**src/rtl/bitpack_pkg.sv**
```systemverilog
package bitpack_pkg;

  localparam int unsigned PB_W      = 20;
  localparam int unsigned VOL_W     = 16;
  localparam int unsigned REV_W     = 4;
  localparam logic [REV_W-1:0] REV_CODE = 4'b0001;
  localparam int unsigned COPIES    = 3;

  // data block numbers (1-based) of each side-bit field on a first track
  localparam int unsigned COPY_END  = COPIES * PB_W;
  localparam int unsigned VOL_FIRST = COPY_END + 1;
  localparam int unsigned VOL_LAST  = COPY_END + VOL_W;
  localparam int unsigned REV_FIRST = VOL_LAST + 1;
  localparam int unsigned REV_LAST  = VOL_LAST + REV_W;
  localparam int unsigned MIX_BLK   = REV_LAST + 1;
  localparam int unsigned SIZE_BLK  = REV_LAST + 2;

  typedef enum logic [1:0] {PH_BYTES, PH_SIDE, PH_DRAIN} phase_t;

  typedef struct packed {
    logic loadByte;
    logic loadSide;
    logic emit;
    logic sideBit;
  } strobe_t;

  function automatic logic pickSide(input int unsigned blk,
                                    input logic [PB_W-1:0] pb,
                                    input logic [VOL_W-1:0] vol,
                                    input logic mixed,
                                    input logic size);
    logic [PB_W-1:0]  pbSh;
    logic [VOL_W-1:0] volSh;
    logic [REV_W-1:0] revSh;
    logic b;
    pbSh  = '0;
    volSh = '0;
    revSh = '0;
    b     = 1'b0;
    if (blk >= 1 && blk <= COPY_END) begin
      pbSh = pb >> ((blk - 1) % PB_W);
      b    = pbSh[0];
    end else if (blk >= VOL_FIRST && blk <= VOL_LAST) begin
      volSh = vol >> (blk - VOL_FIRST);
      b     = volSh[0];
    end else if (blk >= REV_FIRST && blk <= REV_LAST) begin
      revSh = REV_CODE >> (blk - REV_FIRST);
      b     = revSh[0];
    end else if (blk == MIX_BLK) begin
      b = mixed;
    end else if (blk == SIZE_BLK) begin
      b = size;
    end
    return b;
  endfunction

endpackage

```
**src/rtl/bitpack_dp.sv**
```systemverilog
module bitpack_dp
  import bitpack_pkg::*;
#(
  parameter int SYM_W  = 5,
  parameter int BYTE_W = 8,
  parameter int ACC_W  = BYTE_W + SYM_W,
  parameter int CNT_W  = $clog2(ACC_W + 1)
) (
  input  logic              clk,
  input  logic              rstN,
  input  strobe_t           strobe,
  input  logic [BYTE_W-1:0] inData,
  output logic [CNT_W-1:0]  cnt,
  output logic              outValid,
  output logic [SYM_W-1:0]  outSym
);

  logic [ACC_W-1:0] acc;
  logic [ACC_W-1:0] accNext;
  logic [CNT_W-1:0] cntNext;
  logic [ACC_W-1:0] accView;

  always_comb begin
    accNext = acc;
    if (strobe.loadByte)
      accNext = {acc[ACC_W-BYTE_W-1:0], inData};
    else if (strobe.loadSide)
      accNext = {acc[ACC_W-2:0], strobe.sideBit};
  end

  always_comb begin
    cntNext = cnt;
    if (strobe.emit)     cntNext = cntNext - CNT_W'(SYM_W);
    if (strobe.loadByte) cntNext = cntNext + CNT_W'(BYTE_W);
    if (strobe.loadSide) cntNext = cntNext + CNT_W'(1);
  end

  always_ff @(posedge clk) begin
    if (!rstN) begin
      acc <= '0;
      cnt <= '0;
    end else begin
      acc <= accNext;
      cnt <= cntNext;
    end
  end

  // oldest unsent bits sit at positions cnt-1 down to cnt-SYM_W
  assign accView  = acc >> (cnt - CNT_W'(SYM_W));
  assign outSym   = accView[SYM_W-1:0];
  assign outValid = (cnt >= CNT_W'(SYM_W));

  AST_CNT_BOUND: assert property (@(posedge clk) disable iff (!rstN)
    cnt <= CNT_W'(ACC_W));

  AST_HOLD_SYM: assert property (@(posedge clk) disable iff (!rstN)
    (outValid && !strobe.emit) |=> (outValid && $stable(outSym)));

  AST_EMIT_VALID: assert property (@(posedge clk) disable iff (!rstN)
    strobe.emit |-> outValid);

endmodule

```
**src/rtl/bitpack_ctrl.sv**
```systemverilog
module bitpack_ctrl
  import bitpack_pkg::*;
#(
  parameter int BYTES_PER_BLK = 128,
  parameter int SYM_W         = 5,
  parameter int MAX_BLOCKS    = 276,
  parameter int CNT_W         = 4
) (
  input  logic             clk,
  input  logic             rstN,
  input  logic             trackStart,
  input  logic             firstTrackIn,
  input  logic [PB_W-1:0]  pbNum,
  input  logic [VOL_W-1:0] volLabel,
  input  logic             mixedFlag,
  input  logic             sizeFlag,
  input  logic             inValid,
  output logic             inReady,
  input  logic             outReady,
  output logic             outLast,
  input  logic [CNT_W-1:0] cnt,
  output strobe_t          strobe
);

  localparam int BYTE_CNT_W = $clog2(BYTES_PER_BLK);
  localparam int BLK_W      = $clog2(MAX_BLOCKS + 1);
  localparam logic [BYTE_CNT_W-1:0] LAST_BYTE = BYTE_CNT_W'(BYTES_PER_BLK - 1);

  phase_t                phase;
  logic [BYTE_CNT_W-1:0] byteCnt;
  logic [BLK_W-1:0]      blockNum;
  logic                  firstTrack;
  logic                  room;
  logic                  symReady;

  always_comb begin
    symReady = (cnt >= CNT_W'(SYM_W));
    // room: at most SYM_W-1 bits remain after this cycle's emission
    room = (cnt < CNT_W'(SYM_W)) || ((cnt < CNT_W'(2 * SYM_W)) && outReady);
    inReady = (phase == PH_BYTES) && room;
    strobe.emit     = symReady && outReady;
    strobe.loadByte = inValid && inReady;
    strobe.loadSide = (phase == PH_SIDE) && room;
    strobe.sideBit  = firstTrack &
                      pickSide(32'(blockNum), pbNum, volLabel, mixedFlag, sizeFlag);
    outLast = (phase == PH_DRAIN) && symReady;
  end

  always_ff @(posedge clk) begin
    if (!rstN) begin
      phase   <= PH_BYTES;
      byteCnt <= '0;
    end else begin
      case (phase)
        PH_BYTES:
          if (strobe.loadByte) begin
            if (byteCnt == LAST_BYTE) begin
              byteCnt <= '0;
              phase   <= PH_SIDE;
            end else begin
              byteCnt <= byteCnt + BYTE_CNT_W'(1);
            end
          end
        PH_SIDE:
          if (strobe.loadSide) phase <= PH_DRAIN;
        PH_DRAIN:
          if (strobe.emit) phase <= PH_BYTES;
        default:
          phase <= PH_BYTES;
      endcase
    end
  end

  always_ff @(posedge clk) begin
    if (!rstN) begin
      blockNum   <= BLK_W'(1);
      firstTrack <= 1'b0;
    end else if (trackStart) begin
      blockNum   <= BLK_W'(1);
      firstTrack <= firstTrackIn;
    end else if (outLast && outReady) begin
      blockNum   <= blockNum + BLK_W'(1);
    end
  end

  AST_LAST_ONCE: assert property (@(posedge clk) disable iff (!rstN)
    (outLast && outReady) |=> !outLast);

  AST_BLOCK_ADVANCE: assert property (@(posedge clk) disable iff (!rstN)
    (outLast && outReady && !trackStart) |=> (blockNum == $past(blockNum) + BLK_W'(1)));

  AST_TRACK_RESTART: assert property (@(posedge clk) disable iff (!rstN)
    trackStart |=> (blockNum == BLK_W'(1) && firstTrack == $past(firstTrackIn)));

  AST_STALL_INPUT: assert property (@(posedge clk) disable iff (!rstN)
    (symReady && !outReady) |-> !inReady);

endmodule

```
**src/rtl/misc_bit_packer.sv**
```systemverilog
module misc_bit_packer
  import bitpack_pkg::*;
#(
  parameter int BYTES_PER_BLK = 128,
  parameter int SYM_W         = 5,
  parameter int BYTE_W        = 8,
  parameter int MAX_BLOCKS    = 276
) (
  input  logic              clk,
  input  logic              rstN,
  input  logic              trackStart,
  input  logic              firstTrackIn,
  input  logic [19:0]       pbNum,
  input  logic [15:0]       volLabel,
  input  logic              mixedFlag,
  input  logic              sizeFlag,
  input  logic [7:0]        inData,
  input  logic              inValid,
  output logic              inReady,
  output logic [4:0]        outSym,
  output logic              outValid,
  input  logic              outReady,
  output logic              outLast
);

  localparam int ACC_W = BYTE_W + SYM_W;
  localparam int CNT_W = $clog2(ACC_W + 1);

  strobe_t          strobe;
  logic [CNT_W-1:0] cnt;

  bitpack_ctrl #(
    .BYTES_PER_BLK(BYTES_PER_BLK),
    .SYM_W        (SYM_W),
    .MAX_BLOCKS   (MAX_BLOCKS),
    .CNT_W        (CNT_W)
  ) u_ctrl (
    .clk         (clk),
    .rstN        (rstN),
    .trackStart  (trackStart),
    .firstTrackIn(firstTrackIn),
    .pbNum       (pbNum),
    .volLabel    (volLabel),
    .mixedFlag   (mixedFlag),
    .sizeFlag    (sizeFlag),
    .inValid     (inValid),
    .inReady     (inReady),
    .outReady    (outReady),
    .outLast     (outLast),
    .cnt         (cnt),
    .strobe      (strobe)
  );

  bitpack_dp #(
    .SYM_W (SYM_W),
    .BYTE_W(BYTE_W),
    .ACC_W (ACC_W),
    .CNT_W (CNT_W)
  ) u_dp (
    .clk     (clk),
    .rstN    (rstN),
    .strobe  (strobe),
    .inData  (inData),
    .cnt     (cnt),
    .outValid(outValid),
    .outSym  (outSym)
  );

endmodule

```
**config.mk**
```make
export PLATFORM = sky130hd
export DESIGN_NAME = misc_bit_packer
export DESIGN_NICKNAME = d
export VERILOG_FILES = /design/src/rtl/bitpack_pkg.sv /design/src/rtl/bitpack_dp.sv /design/src/rtl/bitpack_ctrl.sv /design/src/rtl/misc_bit_packer.sv
export SDC_FILE = /design/constraint.sdc
export NUM_CORES = 1
export LEC_CHECK = 0
export ABC_AREA = 1
export BUFFER_PORTS_ARGS = -buffer_cell sky130_fd_sc_hd__buf_2
export CAP_MARGIN = 20
export CORE_ASPECT_RATIO = 1.75
export CORE_MARGIN = 2
export CORE_UTILIZATION = 40
export CTS_BUF_LIST = sky130_fd_sc_hd__clkbuf_16
export DETAILED_ROUTE_END_ITERATION = 6
export GPL_ROUTABILITY_DRIVEN = 0
export PLACE_DENSITY_LB_ADDON = 0.1
export SLEW_MARGIN = 20
export SYNTH_ARGS = -nofsm -noshare
export SYNTH_HDL_FRONTEND = slang
export SYNTH_SLANG_ARGS = --single-unit
```
**constraint.sdc**
```tcl
create_clock -name clk -period 3.8 [get_ports clk]
set_input_delay 0.76 -clock clk [delete_from_list [all_inputs] [get_ports clk]]
set_output_delay 0.76 -clock clk [all_outputs]
set_load 0.02 [all_outputs]
```
==> flow_metrics.env <==
export IMPL_initial_core_util=0.405
export IMPL_total_power_w=0.00126
export IMPL_synth_cell_type_count=43
export IMPL_drive_gt1_frac=0.197
export IMPL_dieWidth_um=72.9
export IMPL_cp_required_ns=3.95
export IMPL_startpoint_type="register"
export IMPL_arrival_ns=3.47
export IMPL_cts_sinks=36
export IMPL_post_cts_buffers=0
export IMPL_ios=60
export IMPL_drtIter0Drc=98
export IMPL_post_dp_hpwl_um=7770
export IMPL_fin_crit_ns=3.32
export IMPL_min_delay_path_class="register to register"
export IMPL_wirelength_um=9500
export IMPL_fin_skew_ns=0.00314
export IMPL_grt_max_degree=24
export IMPL_grt_use_total=0.215
export IMPL_muxShareOfSynthArea=0.00302
export IMPL_die_area_mm2=0.00907
export IMPL_fp_dieH_um=125
export IMPL_synth_largest_area_cell="dfxtp_1"
export IMPL_grt_first_pass_wirelength_um=15900
export IMPL_port_buffers=59
export IMPL_ir_drop_mv=0.148
export IMPL_cts_repair_resized=0
export IMPL_clk_path_buf_depth=2
export IMPL_tritoncts="done"
export IMPL_syn_avg_cell_area_um2=5.97
export IMPL_antenna_cells=0
export IMPL_timing_hold_ws_ns=0.479
export IMPL_leakagePower_nw=1.87
export IMPL_synth_top_family_by_area="simple AND/OR/NAND/NOR gates"
export IMPL_synth_xor_area_frac=0.0132
export IMPL_cts_made_buffers=5
export IMPL_synth_seq_cells=36
export IMPL_hold_viol=0
export IMPL_rsz0062_at_grt="no"
export IMPL_ant_nets=0
export IMPL_clk_pin_slew_ns=0.06
export IMPL_synth_top_area_frac=0.217
export IMPL_fill_cells=895
export IMPL_syn_inst=556
export IMPL_synth_compound_area_share=0.233
export IMPL_ctsHoldBuffers=0
export IMPL_nNetsFinal=668
export IMPL_insertion_delay_ns=0.28
export IMPL_setup_tns_ns=0
export IMPL_num_rows=44
export IMPL_area_growth_pct=15.7
export IMPL_grt_overflow=0
export IMPL_wire_per_inst_um=13.5
export IMPL_yosysSeqAreaShare=0.217
export IMPL_dr_pass1_iters=4
export IMPL_status="finished clean"
export IMPL_place_ws_ns=0.474
export IMPL_worstSetupPathType="register to register"
export IMPL_slew_viol_final=0
export IMPL_synth_simple_area_share=0.387
export IMPL_synth_nets=616
export IMPL_power_density_mw_per_mm2=329
export IMPL_maxSlewHeadroom=0.579
export IMPL_ctsHtreeMaxLevel=2
export IMPL_via_per_inst=5.39
export IMPL_period_share=0.874
export IMPL_synth_area_top_cells="dfxtp_1 (22%), nand2_1 (14%), o21ai_0 (8.3%)"
export IMPL_synthAdderAreaFrac=0.0302
export IMPL_fin_ws_ns=0.478
export IMPL_setup_violations=0
export IMPL_synth_area_mm2=0.00332
export IMPL_cts_root_buf="clkbuf_16"
export IMPL_core_area_mm2=0.00820
export IMPL_antenna_found_initial=0
export IMPL_end_kind="register"
export IMPL_drc=0
export IMPL_max_clock_freq_ghz=0.301
export IMPL_vias=3777
export IMPL_path_max_fanout=6
export IMPL_grt_pass1_vias=3675
export IMPL_worst_pin_slew_ns=0.626
export IMPL_ys_warn_count=0
export IMPL_drv_cap=0
-- area by class of cell --
| cell class | instances | area [um2] | area share |
|---|---|---|---|
| repair buffers | 65 | 340 | 0.0886 |
| clock buffers | 5 | 125 | 0.0326 |
| well taps | 92 | 115 | 0.0300 |
| clock inverters | 3 | 42.5 | 0.0111 |
| flip-flops and latches | 36 | 721 | 0.188 |
| inverters | 76 | 285 | 0.0743 |
| multi-input cells | 424 | 2210 | 0.576 |
-- worst paths after layout --
kind / startpoint / endpoint / slack [ns] / depth (start not counted)
worst max-delay path: u_ctrl.blockNum[1]$_SDFFE_PP0P_ / u_dp.acc[0]$_SDFFE_PN0P_ / 0.48 / 27
worst min-delay path: u_ctrl.byteCnt[1]$_SDFFE_PN0P_ / u_ctrl.byteCnt[1]$_SDFFE_PN0P_ / 0.48 / 2
worst max register to register: u_ctrl.blockNum[1]$_SDFFE_PP0P_ / u_dp.acc[0]$_SDFFE_PN0P_ / 0.48 / 27
worst min register to register: u_ctrl.byteCnt[1]$_SDFFE_PN0P_ / u_ctrl.byteCnt[1]$_SDFFE_PN0P_ / 0.48 / 2
-- per-layer routing --
metal  global-route usage  part of all wire  vias up
li1                     -                 -     1946
met1                0.213              0.37     1720
met2                0.418              0.57       78
met3               0.0194             0.017       33
met4                0.105             0.044        0
met5                    0                 0        -
-- where the power goes --
part | internal [W] | leakage [nW] | switching (W)
logic | 0.000133 | 1.50 | 0.000244
registers | 0.000400 | 0.293 | 0.0000183
clock network | 0.000308 | 0.0798 | 0.000159
-- logic make-up (layout without fill, tap and decap cells) --
family,count (synthesis),after routing
buffers and inverters,96,149
multiplexers,1,1
flip-flops,36,36
AO/OA/AOI/OAI,131,131
XOR/XNOR,5,5
adder cells (fa/ha/maj),8,8
AND/OR/NAND/NOR,279,279
-- critical path, stage by stage, from the launching register on --
cell and delay, ns:
dfxtp_1 0.43, inv_1 0.11, ha_1 0.28, nand3_2 0.14
nand2_1 0.06, nand2_1 0.09, inv_2 0.05, or3_4 0.40
nand3_1 0.16, nand3_2 0.13, nand2_4 0.11, nand2_2 0.07
nand2_2 0.08, nand3_2 0.10, nand2_4 0.10, nand2_4 0.05
nand2_2 0.09, nand2_2 0.07, nand2_1 0.08, nand3_2 0.09
nand2_2 0.11, nand2_1 0.05, nand2_1 0.05, nand2_1 0.04
nand3_1 0.07, nand2_1 0.05, nand2_1 0.08, a21oi_2 0.04
-- Yosys cell counts (all sizes together) --
master	n
a22oi	1
o2111ai	1
buf	4
nor2	71
o31ai	1
clkinv	2
a41oi	1
o21a	1
nand3	41
o211ai	3
nand4	4
inv	74
a21oi	33
a32o	4
or2	1
ha	8
a22o	1
clkbuf	16
o21ai	59
mux2i	1
a211oi	3
xor2	5
nor3	10
dfxtp	36
or3	1
o22ai	11
o21bai	1
nor4	4
nand2	146
nor3b	1
a31oi	4
a221oi	7
-- cell usage in the layout, fill, tap and decap left out, types with 4 or more instances in the layout --
cell type,netlist,routed
dfxtp_1,36,36
a21oi_1,32,32
nand3_2,6,6
inv_1,66,66
nor4_1,4,4
o22ai_1,11,11
o21ai_0,55,55
clkbuf_16,0,5
ha_1,8,8
nand4_1,4,4
nand2_1,127,127
nor2_1,63,63
nand3_1,35,35
nor2_2,4,4
nand2_2,16,16
a32o_1,4,4
xor2_1,5,5
inv_2,8,8
a221oi_1,7,7
nor3_1,10,10
buf_4,1,6
a31oi_1,4,4
buf_2,0,59
-- stage by stage --
stage	std cells	utilization	cell area, um2
floorplan	556	-	3320
CTS	701	0.468	3840
global placement	693	0.448	3670
finish	701	0.468	3840
detailed placement	693	0.448	3670
global route	701	0.468	3840
-- sequential cells by signal, summed over array words and instances (netlist names) --
signal             count
u_ctrl.blockNum        9
u_ctrl.byteCnt         7
u_ctrl.firstTrack      1
u_ctrl.phase           2
u_dp.acc              13
u_dp.cnt               4
(Power assumes the default switching activity.)
